===== src/rtl/swkPkg.sv =====
package swkPkg;
  typedef enum logic [2:0] {
    SRC_NONE = 3'b000,
    SRC_RSVD = 3'b001,
    SRC_P31  = 3'b010,
    SRC_P32  = 3'b011,
    SRC_P33  = 3'b100,
    SRC_P27  = 3'b101,
    SRC_NORL = 3'b110,
    SRC_NORA = 3'b111
  } wakeSrc_t;

  typedef enum logic [1:0] {
    ST_RUN  = 2'd0,
    ST_STOP = 2'd1,
    ST_HOLD = 2'd2
  } swkState_t;

  typedef struct packed {
    logic setWarm;
    logic clrWarm;
    logic clrDiv;
  } swkStrobe_t;

  localparam logic [6:0] CTRL_RESET = 7'h20;
  localparam int BIT_DIV   = 0;
  localparam int BIT_LONG  = 5;
  localparam int BIT_LEVEL = 6;
endpackage


===== src/rtl/swkSync.sv =====
module swkSync #(
  parameter int WIDTH = 1
) (
  input  logic             clk,
  input  logic             rstN,
  input  logic [WIDTH-1:0] din,
  output logic [WIDTH-1:0] dout
);
  logic [WIDTH-1:0] stage1;
  always_ff @(posedge clk or negedge rstN) begin
    if (!rstN) begin
      stage1 <= '0;
      dout   <= '0;
    end else begin
      stage1 <= din;
      dout   <= stage1;
    end
  end
endmodule


===== src/rtl/swkDatapath.sv =====
module swkDatapath
  import swkPkg::*;
#(
  parameter int DIV_BASE  = 2,
  parameter int DIV_EXTRA = 16
) (
  input  logic       clk,
  input  logic       rstN,
  input  logic       regWrEn,
  input  logic [6:0] regWrData,
  input  swkStrobe_t strobe,
  input  logic [7:0] p2Pins,
  input  logic [7:0] p2DirOut,
  input  logic [3:1] p3Pins,
  input  logic       auxWake,
  output logic [7:0] regRdData,
  output logic       fastMode,
  output logic       srcQual,
  output logic       sysTick
);
  localparam int SYNC_W = 8 + 3 + 1;
  localparam int DIV_MAX = DIV_BASE * DIV_EXTRA;
  localparam int DIV_W = $clog2(DIV_MAX);

  logic [6:0] ctrlReg;
  logic       warmFlag;
  logic [SYNC_W-1:0] syncOut;
  logic [7:0] p2Sync, p2Masked;
  logic [3:1] p3Sync;
  logic       auxSync;
  logic       srcLevel, srcValid;
  wakeSrc_t   srcSel;
  logic [DIV_W-1:0] divCnt, divLimit;

  swkSync #(.WIDTH(SYNC_W)) i_sync (
    .clk (clk),
    .rstN(rstN),
    .din ({auxWake, p3Pins, p2Pins}),
    .dout(syncOut)
  );

  assign p2Sync  = syncOut[7:0];
  assign p3Sync  = syncOut[10:8];
  assign auxSync = syncOut[11];

  // control register and hardware flag
  always_ff @(posedge clk or negedge rstN) begin
    if (!rstN) begin
      ctrlReg  <= CTRL_RESET;
      warmFlag <= 1'b0;
    end else begin
      if (regWrEn) ctrlReg <= regWrData;
      if (strobe.clrDiv) ctrlReg[BIT_DIV] <= 1'b0;
      if (strobe.clrWarm) warmFlag <= 1'b0;
      else if (strobe.setWarm) warmFlag <= 1'b1;
    end
  end

  assign regRdData = {warmFlag, ctrlReg};
  assign fastMode  = !ctrlReg[BIT_LONG];
  assign srcSel    = wakeSrc_t'(ctrlReg[4:2]);

  // output pins feed the neutral low value into the NOR groups
  assign p2Masked = p2Sync & ~p2DirOut;

  always_comb begin
    srcLevel = 1'b0;
    srcValid = 1'b1;
    unique case (srcSel)
      SRC_NONE, SRC_RSVD: srcValid = 1'b0;
      SRC_P31:  srcLevel = p3Sync[1];
      SRC_P32:  srcLevel = p3Sync[2];
      SRC_P33:  srcLevel = p3Sync[3];
      SRC_P27:  srcLevel = p2Sync[7];
      SRC_NORL: srcLevel = ~|p2Masked[3:0];
      SRC_NORA: srcLevel = ~|p2Masked;
    endcase
  end

  assign srcQual = (srcValid && (srcLevel == ctrlReg[BIT_LEVEL])) || auxSync;

  // clock enable divider
  assign divLimit = ctrlReg[BIT_DIV] ? DIV_W'(DIV_MAX - 1) : DIV_W'(DIV_BASE - 1);
  assign sysTick  = (divCnt >= divLimit);

  always_ff @(posedge clk or negedge rstN) begin
    if (!rstN) divCnt <= '0;
    else if (sysTick) divCnt <= '0;
    else divCnt <= divCnt + 1'b1;
  end
endmodule


===== src/rtl/swkControl.sv =====
module swkControl
  import swkPkg::*;
#(
  parameter int MIN_WIDTH  = 5,
  parameter int LONG_DELAY = 250000
) (
  input  logic       clk,
  input  logic       rstN,
  input  logic       stopEntry,
  input  logic       wdtTimeout,
  input  logic       srcQual,
  input  logic       fastMode,
  output swkStrobe_t strobe,
  output logic       wakeReq,
  output logic       coreRstHold,
  output logic       releaseDone,
  output logic       stopped
);
  localparam int WCNT_W = $clog2(MIN_WIDTH + 1);
  localparam int HOLD_W = $clog2(LONG_DELAY + 1);

  swkState_t         state;
  logic [WCNT_W-1:0] widthCnt;
  logic [HOLD_W-1:0] holdCnt;
  logic              widthMet, accept;

  assign widthMet = !fastMode || (widthCnt == WCNT_W'(MIN_WIDTH - 1));
  assign accept   = (state == ST_STOP) && (wdtTimeout || (srcQual && widthMet));

  always_comb begin
    strobe.setWarm = (state == ST_RUN) && stopEntry && !wdtTimeout;
    strobe.clrWarm = (state != ST_STOP) && wdtTimeout;
    strobe.clrDiv  = accept;
  end

  assign stopped     = (state == ST_STOP);
  assign coreRstHold = (state == ST_HOLD);

  always_ff @(posedge clk or negedge rstN) begin
    if (!rstN) begin
      state       <= ST_RUN;
      widthCnt    <= '0;
      holdCnt     <= '0;
      wakeReq     <= 1'b0;
      releaseDone <= 1'b0;
    end else begin
      wakeReq     <= accept;
      releaseDone <= 1'b0;
      unique case (state)
        ST_RUN: begin
          widthCnt <= '0;
          if (stopEntry && !wdtTimeout) state <= ST_STOP;
        end
        ST_STOP: begin
          if (accept) begin
            state    <= ST_HOLD;
            widthCnt <= '0;
            holdCnt  <= fastMode ? '0 : HOLD_W'(LONG_DELAY - 1);
          end else if (!srcQual) begin
            widthCnt <= '0;
          end else if (widthCnt != WCNT_W'(MIN_WIDTH - 1)) begin
            widthCnt <= widthCnt + 1'b1;
          end
        end
        ST_HOLD: begin
          if (holdCnt == '0) begin
            state       <= ST_RUN;
            releaseDone <= 1'b1;
          end else begin
            holdCnt <= holdCnt - 1'b1;
          end
        end
        default: state <= ST_RUN;
      endcase
    end
  end
endmodule


===== src/rtl/stopWakeCtrl.sv =====
module stopWakeCtrl
  import swkPkg::*;
#(
  parameter int MIN_WIDTH  = 5,
  parameter int LONG_DELAY = 250000,
  parameter int DIV_BASE   = 2,
  parameter int DIV_EXTRA  = 16
) (
  input  logic       clk,
  input  logic       porN,
  input  logic       regWrEn,
  input  logic [7:0] regWrData,
  output logic [7:0] regRdData,
  input  logic       stopEntry,
  input  logic       wdtTimeout,
  input  logic [7:0] p2Pins,
  input  logic [7:0] p2DirOut,
  input  logic [3:1] p3Pins,
  input  logic       auxWake,
  output logic       wakeReq,
  output logic       coreRstHold,
  output logic       releaseDone,
  output logic       stopped,
  output logic       sysTick
);
  swkStrobe_t strobe;
  logic       fastMode;
  logic       srcQual;
  logic       wrFlagUnused;

  assign wrFlagUnused = regWrData[7];

  swkDatapath #(
    .DIV_BASE (DIV_BASE),
    .DIV_EXTRA(DIV_EXTRA)
  ) i_datapath (
    .clk      (clk),
    .rstN     (porN),
    .regWrEn  (regWrEn),
    .regWrData(regWrData[6:0]),
    .strobe   (strobe),
    .p2Pins   (p2Pins),
    .p2DirOut (p2DirOut),
    .p3Pins   (p3Pins),
    .auxWake  (auxWake),
    .regRdData(regRdData),
    .fastMode (fastMode),
    .srcQual  (srcQual),
    .sysTick  (sysTick)
  );

  swkControl #(
    .MIN_WIDTH (MIN_WIDTH),
    .LONG_DELAY(LONG_DELAY)
  ) i_control (
    .clk        (clk),
    .rstN       (porN),
    .stopEntry  (stopEntry),
    .wdtTimeout (wdtTimeout),
    .srcQual    (srcQual),
    .fastMode   (fastMode),
    .strobe     (strobe),
    .wakeReq    (wakeReq),
    .coreRstHold(coreRstHold),
    .releaseDone(releaseDone),
    .stopped    (stopped)
  );
endmodule


===== config.mk =====
export PLATFORM = sky130hd
export DESIGN_NAME = stopWakeCtrl
export DESIGN_NICKNAME = d
export VERILOG_FILES = /design/src/rtl/swkPkg.sv /design/src/rtl/swkSync.sv /design/src/rtl/swkDatapath.sv /design/src/rtl/swkControl.sv /design/src/rtl/stopWakeCtrl.sv
export SDC_FILE = /design/constraint.sdc
export NUM_CORES = 1
export LEC_CHECK = 0
export CORE_ASPECT_RATIO = 0.8
export CORE_MARGIN = 1
export CORE_UTILIZATION = 30
export CTS_CLUSTER_DIAMETER = 120
export DETAILED_ROUTE_END_ITERATION = 8
export GPL_TIMING_DRIVEN = 0
export PLACE_DENSITY = 0.48
export SYNTH_ARGS = -nofsm -noshare
export SYNTH_HDL_FRONTEND = slang
export SYNTH_HIERARCHICAL = 1
export SYNTH_SLANG_ARGS = --single-unit

===== constraint.sdc =====
create_clock -name clk -period 3.1 [get_ports clk]
set_input_delay 0.93 -clock clk [delete_from_list [all_inputs] [get_ports clk]]
set_output_delay 0.93 -clock clk [all_outputs]
set_load 0.1 [all_outputs]

# --- After elaboration in Yosys (flattened, before gate mapping) ---
# Index checks and enable logic that the tools add are counted.
word_totals:
  reg_bits: 62
  input_bits: 33
  output_inout_bits: 13
  elab_cells: 83
op_classes:
  add_sub_neg: 3
  n_lt_le_gt_ge: 1
  eq_ne: 18
  mux: 22
  bitwise: 2
  n_reduce_logical: 26
ops:
  columns: ["operator", "n"]
  rows:
  - ["$mux 18", 3]
  - ["$pmux 18 s2", 1]
  - ["$logic_not 18->1", 1]
  - ["$sub 18x1->18 const B", 1]
  - ["$eq 3x3->1 const B", 5]
  - ["$mux 5", 2]
  - ["$mux 3", 3]
  - ["$and 8x8->8", 1]
  - ["$not 8->8", 1]
  - ["$reduce_bool 2->1", 4]
  - ["$reduce_or 8->1", 1]
  - ["$logic_and 1x1->1", 7]
  - ["$mux 1", 7]
  - ["$eq 3x2->1 const B", 2]
  - ["$mux 2", 3]
  - ["$ne 2x1->1 const B", 3]
  - ["$pmux 1 s6", 1]
  - ["$pmux 2 s3", 1]
  - ["$pmux 3 s2", 1]
  - ["$reduce_and 3->1", 2]
  - ["$add 5x1->5 const B", 1]
  - ["$ge 5x5->1", 1]
  - ["$ne 2x2->1 const B", 2]
  - ["$ne 4x4->1 const B", 1]
  - ["13 further kinds", 17]

# --- Logic depth before layout (Yosys ltp) ---
# Gate-level depths: netlist of run 1.
logic_depth:
  ltp_word: 13
  ltp_mapped: 10

# --- Modules after synthesis ---
# The synthesis of run 1 kept the hierarchy.
modules_own_cells:
  columns: ["module", "instances", "cells_per_inst", "area_each_um2"]
  rows:
  - ["swkControl", 1, 163, 1542.7]
  - ["swkDatapath", 1, 72, 743.2]
  - ["swkSync", 1, 24, 600.6]

# --- Worst setup path before layout of run 1 ---
# No wires, ideal clock.
synth_path:
  path_type: "register to output"
  startpoint: "register i_datapath.ctrlReg[0]"
  endpoint: "output sysTick"
  t_arrival_ns: 3.136
  t_required_ns: 2.170
  setup_slack_ns: -0.966
  stages_incl_launch_ff: 6
  path_buffers: 0
  path_cell_list: "dfrtp_1 -> inv_1 -> ha_1 -> a21o_1 -> a21oi_1 -> o21ai_1"
synth_between:
  elab_chain_len: 2
synth_rtl:
  columns: ["element", "line_no", "text"]
  rows:
  - ["start, declared", "swkDatapath.sv:25", "logic [6:0] ctrlReg;"]
  - ["start signal, assigned", "swkDatapath.sv:52", "if (regWrEn) ctrlReg <= regWrData;"]
  - ["$mux 5", "swkDatapath.sv:83", "assign divLimit = ctrlReg[BIT_DIV] ? DIV_W'(DIV_MAX - 1) : DIV_W'(DIV_BASE - 1);"]
  - ["$ge 5x5->1", "swkDatapath.sv:84", "assign sysTick = (divCnt >= divLimit);"]
  - ["end, declared", "stopWakeCtrl.sv:24", "output logic sysTick"]
# No other way between the ends.

# --- Final worst setup path of run 1 ---
layout_path:
  startpoint: "input p2DirOut[6]"
  endpoint: "register i_control.holdCnt[0]"
layout_between:
  elab_chain_len: 13
layout_rtl:
  columns: ["element", "line_no", "text"]
  rows:
  - ["start, declared", "stopWakeCtrl.sv:17", "input logic [7:0] p2DirOut,"]
  - ["$not 8->8", "swkDatapath.sv:64", "assign p2Masked = p2Sync & ~p2DirOut;"]
  - ["$and 8x8->8", "swkDatapath.sv:64", null]
  - ["$reduce_or 8->1", "swkDatapath.sv:76", "SRC_NORA: srcLevel = ~|p2Masked;"]
  - ["$logic_not 1->1", "swkDatapath.sv:76", null]
  - ["$pmux 1 s6", "swkDatapath.sv:69", "unique case (srcSel)"]
  - ["$eq 1x1->1", "swkDatapath.sv:80", "assign srcQual = (srcValid && (srcLevel == ctrlReg[BIT_LEVEL])) || auxSync;"]
  - ["$logic_and 1x1->1", "swkDatapath.sv:80", null]
  - ["$logic_or 1x1->1", "swkDatapath.sv:80", null]
  - ["via srcQual", "stopWakeCtrl.sv:28", "logic srcQual;"]
  - ["$logic_and 1x1->1", "swkControl.sv:28", "assign accept = (state == ST_STOP) && (wdtTimeout || (srcQual && widthMet));"]
  - ["$logic_or 1x1->1", "swkControl.sv:28", null]
  - ["$logic_and 1x1->1", "swkControl.sv:28", null]
  - ["$ne 2x1->1 (no line)", null, null]
  - ["$reduce_and 3->1 (no line)", null, null]
  - ["end signal, assigned", "swkControl.sv:58", "holdCnt <= fastMode ? '0 : HOLD_W'(LONG_DELAY - 1);"]
  - ["end signal, assigned", "swkControl.sv:70", "holdCnt <= holdCnt - 1'b1;"]
  - ["end, declared", "swkControl.sv:24", "logic [HOLD_W-1:0] holdCnt;"]
# The timed path passes the listed nets, and every way through them passes these cells.
# A chain may end at the register's enable or synchronous reset.

==> summary.md, run 1 <==
| Metric | Value |
|---|---|
| Share of power burned in registers | `0.331` |
| Initial Util | `0.3140` |
| Gate Count Post-Synth | `259` |
| Final ANT Viol Nets | `0` |
| Pin count of the biggest net entering global routing | `63` |
| Crit Path Max Fanout | `7` |
| WP data arrival | `3160 ps` |
| GP Congestion | `0.7630` |
| Setup tns final | `0 ps` |
| Cell variety after synth | `59` |
| Psw | `1.411 mW` |
| Tcrit/Tclk final | `0.9536` |
| Hold Crit Class | `reg2reg` |
| Pre-CTS worst setup slack | `-544.6 ps` |
| P_leak | `1.720 nW` |
| DRC viols | `1` |
| CTS tree | `done` |
| Critical Path RT | `3300 ps` |
| R2r setup slk | `530 ps` |
| Yosys reg bits | `62` |
| Worst-skew pair later-pin latency | `320 ps` |
| CP endpoint | `i_control/holdCnt[0]` |
| Vias in the first global route | `2200` |
| Logic gate share of total power | `0.369` |
| Die width | `111.7 um` |
| Post-layout net count | `359` |
| Core ar. | `9193 um2` |
| Failing checks | `design-rule violations` |
| Tmin final | `2956 ps` |
| DRT Wirelength | `6.305 mm` |
| Relative slew slack | `0.3414` |
| Worst r2r dst | `i_control/holdCnt[0]` |
| Status | `finished with violations` |
| Netlist Area Pre-Place | `2887 um2` |
| Multi-input gate area | `1286 um2` |
| Syn Area/Cell | `11.14 um2` |
| CP endpoint kind | `register` |
| P_int | `2.198 mW` |
| Initial DRT Pass Iterations | `6` |
| Switching Share | `0.3911` |
| Reg area | `1554 um2` |
| PD cells | `924.2 nW/um2` |
| Share of layout cells above drive strength 1 | `0.1981` |
| Routed wire per std cell | `14.39 um` |
| H-tree depth | `3` |
| FF-to-FF path depth | `9` |
| Vias | `2132` |
| Global-route wire length before repair | `11.06 mm` |
| Buffers & Inverters on Critical Path | `1` |
| Crit-path cells | `clkdlybuf4s50_1 > nor2b_2 > o41ai_4 > a311o_1 > nand3_4 > nor2_4 > a2111oi_4 > or3_4 > nand2_4 > a221o_1` |
| Final HPWL DP | `4.257 mm` |
| Clock Power Share | `0.300` |
| Post-synth ARST share | `1.000` |
| FILL cells | `888` |
| Synthesized Nets | `300` |
| Port bufs | `43` |
| Area growth from synthesis to layout | `35.28%` |
| Total grt overflow | `0` |
| Gr usage total | `0.1416` |
| Total power | `3.609 mW` |
| Io pins | `46` |
| Largest delay share family, worst path | `compound AO/OA/AOI/OAI gates` |
| Final Setup Violations | `0` |
| Die span in y | `89.74 um` |
| Fmax | `338.3 MHz` |
| CP Launch Point | `p2DirOut[6]` |
| Number of flops mapped to enable cells by yosys | `0` |
| Layout Skew | `6.176 ps` |
| Slew @ Worst Pin | `984.8 ps` |
| Final worst setup slack | `143.9 ps` |
| WP depth | `10` |
| Clock tree sinks | `62` |
| Root Buffer | `clkbuf_16` |
| Worst vdd ir | `0.3038 mV` |
| Synth warnings | `6` |
| Fin. max-slew vios | `0` |
| Seq/Total Area, Yosys | `0.5379` |
| Maxcap violations | `0` |
| RSZ-0062 raised after global routing | `no` |
| Cell Rows | `31` |
| Bufs on Longest Clock Path | `2` |
| Initial antenna violation count | `0` |
| CTS Buf Count | `9` |
| Die area | `10020 um2` |
| Critical path launch point type | `primary input` |
| Clock-pin slew on the worst setup and hold paths | `50 ps` |
| Number of diodes | `0` |
| DRT iter0 DRCs | `86` |
| Vias per cell | `4.868` |
| Critical path's slowest cell | `clkdlybuf4s50_1` |
| Synth Flop Type | `dfrtp_1` |
| R2r startpoint | `i_datapath/ctrlReg[2]` |
| Final Hold Viols | `0` |
| Slowest cell delay on critical path | `410 ps` |
| Crit Path Class | `in2reg` |
==> metal layers <==
layer / GRT usage / vias to the layer above / part of all wire
met5: 0 / - / 0
li1: - / 1049 / -
met1: 0.2056 / 1030 / 0.51
met2: 0.1993 / 40 / 0.44
met4: 0.06532 / 0 / 0.024
met3: 0.03102 / 13 / 0.034
==> final cells by class <==
type,count,share of cell area
Sequential cell,62,0.3979
Multi-Input combinational cell,171,0.3294
Timing Repair Buffer,48,0.1230
Clock buffer,11,0.06216
Tap cell,115,0.03685
Clock inverter,5,0.02115
Inverter,19,0.01826
Buffer,7,0.01121
==> power by group through the flow <==
stage | Combinational (mW) | Sequential [mW] | Clock, mW
after global placement | 1.30 | 1.20 | 0
final | 1.33 | 1.19 | 1.08
after CTS | 1.34 | 1.19 | 1.13
after floorplan | 0.922 | 1.25 | 0
after global routing | 1.47 | 1.23 | 1.16
after detailed placement | 1.30 | 1.20 | 0
==> sequential cells by signal, summed over array words and instances (netlist names) <==
signal and count:
i_datapath/divCnt 5, i_control/state 2, i_control/wakeReq 1, i_datapath/ctrlReg 7
i_control/releaseDone 1, i_control/widthCnt 3, i_datapath/i_sync/stage1 12, i_datapath/i_sync/dout 12
i_datapath/warmFlag 1, i_control/holdCnt 18
==> stage by stage <==
stage	instances	util	hold WS [ps]	instance area, um2
5_1_grt	438	0.4248	353.1	3905
4_1_cts	437	0.4198	346.9	3859
6_report	438	0.4248	345.8	3905
3_5_place_dp	417	0.3776	334.7	3471
2_1_floorplan	259	-	331.2	2899
3_3_place_gp	417	0.3778	335.0	3473
==> cells in the mapped netlist, types with 4 or more instances <==
master	n	area, um2
ha_1	8	100.1
nor3_1	11	55.05
a31oi_1	7	43.79
nand3_1	7	35.03
mux2_2	5	56.30
nor2_1	32	120.1
inv_1	17	63.81
a21oi_1	11	55.05
nand2_1	10	37.54
xor2_1	8	70.07
o21ai_0	5	25.02
o31ai_1	4	30.03
a31o_2	4	35.03
dfrtp_1	61	1526
==> logic make-up (layout without fill, tap and decap cells) <==
logic type,after synthesis,count (layout),share of synthesized area
multiplexers,8,8,0.02991
AO/OA/AOI/OAI,55,55,0.1430
flip-flops,62,62,0.5379
AND/OR/NAND/NOR,89,89,0.1825
buffers and inverters,26,90,0.03858
XOR/XNOR,11,11,0.03338
adder cells (fa/ha/maj),8,8,0.03468
==> cells in the final DEF, fill, tap and decap left out, types with 2 or more instances in the layout <==
master           Yosys  layout
nor2_1              32      31
o211ai_1             3       3
o31ai_1              4       4
o21ai_1              3       2
ha_1                 8       8
inv_1               17      17
nor4b_1              2       2
o21ai_0              5       5
a31oi_1              7       7
bufinv_16            0       2
mux2i_1              3       3
clkinv_4             0       2
nor2b_2              0       3
a21o_1               2       2
nor4_1               2       2
buf_6                0       4
nor3_1              11      11
nand3_1              7       6
dfrtp_1             61      60
mux2_2               5       5
xor2_1               8       8
buf_4                3       5
clkbuf_1             2       3
clkdlybuf4s50_1      0      33
dlymetal6s2s_1       0       6
buf_2                2       3
a31o_2               4       4
o22a_1               3       3
nor4_4               2       2
or3_1                2       2
nor2_4               0       2
xnor2_1              3       3
o311ai_1             2       2
nand2b_1             3       3
clkbuf_16            0       9
a21oi_1             11      11
nand2_1             10      10
==> worst min-delay path by stage <==
stage,slack [ps],from,endpoint,cells after the start
2_1_floorplan,330,i_datapath/i_sync/stage1[0],i_datapath/i_sync/dout[0],0
3_3_place_gp,330,i_datapath/i_sync/stage1[4],i_datapath/i_sync/dout[4],0
3_5_place_dp,330,i_datapath/i_sync/stage1[4],i_datapath/i_sync/dout[4],0
4_1_cts,350,i_datapath/i_sync/stage1[7],i_datapath/i_sync/dout[7],0
5_1_grt,350,i_datapath/i_sync/stage1[7],i_datapath/i_sync/dout[7],0
6_report,350,i_datapath/i_sync/stage1[3],i_datapath/i_sync/dout[3],0
==> timing repair <==
item	in CTS	in global routing
buffers inserted	4	1
gates resized for setup	11	19
endpoints found under the setup margin	13	13
hold buffers	0	0
pin swaps	6	2
(Power assumes the default switching activity.)
==> run 2: changes to the inputs <==
--- a/config.mk
+++ b/config.mk
@@ -6,7 +6,6 @@
 export NUM_CORES = 1
 export LEC_CHECK = 0
 export CORE_ASPECT_RATIO = 0.8
-export CORE_MARGIN = 1
 export CORE_UTILIZATION = 30
 export CTS_CLUSTER_DIAMETER = 120
 export DETAILED_ROUTE_END_ITERATION = 8
==> results of run 2 <==
Final layout, timing and power as in run 1 (identical DEF).
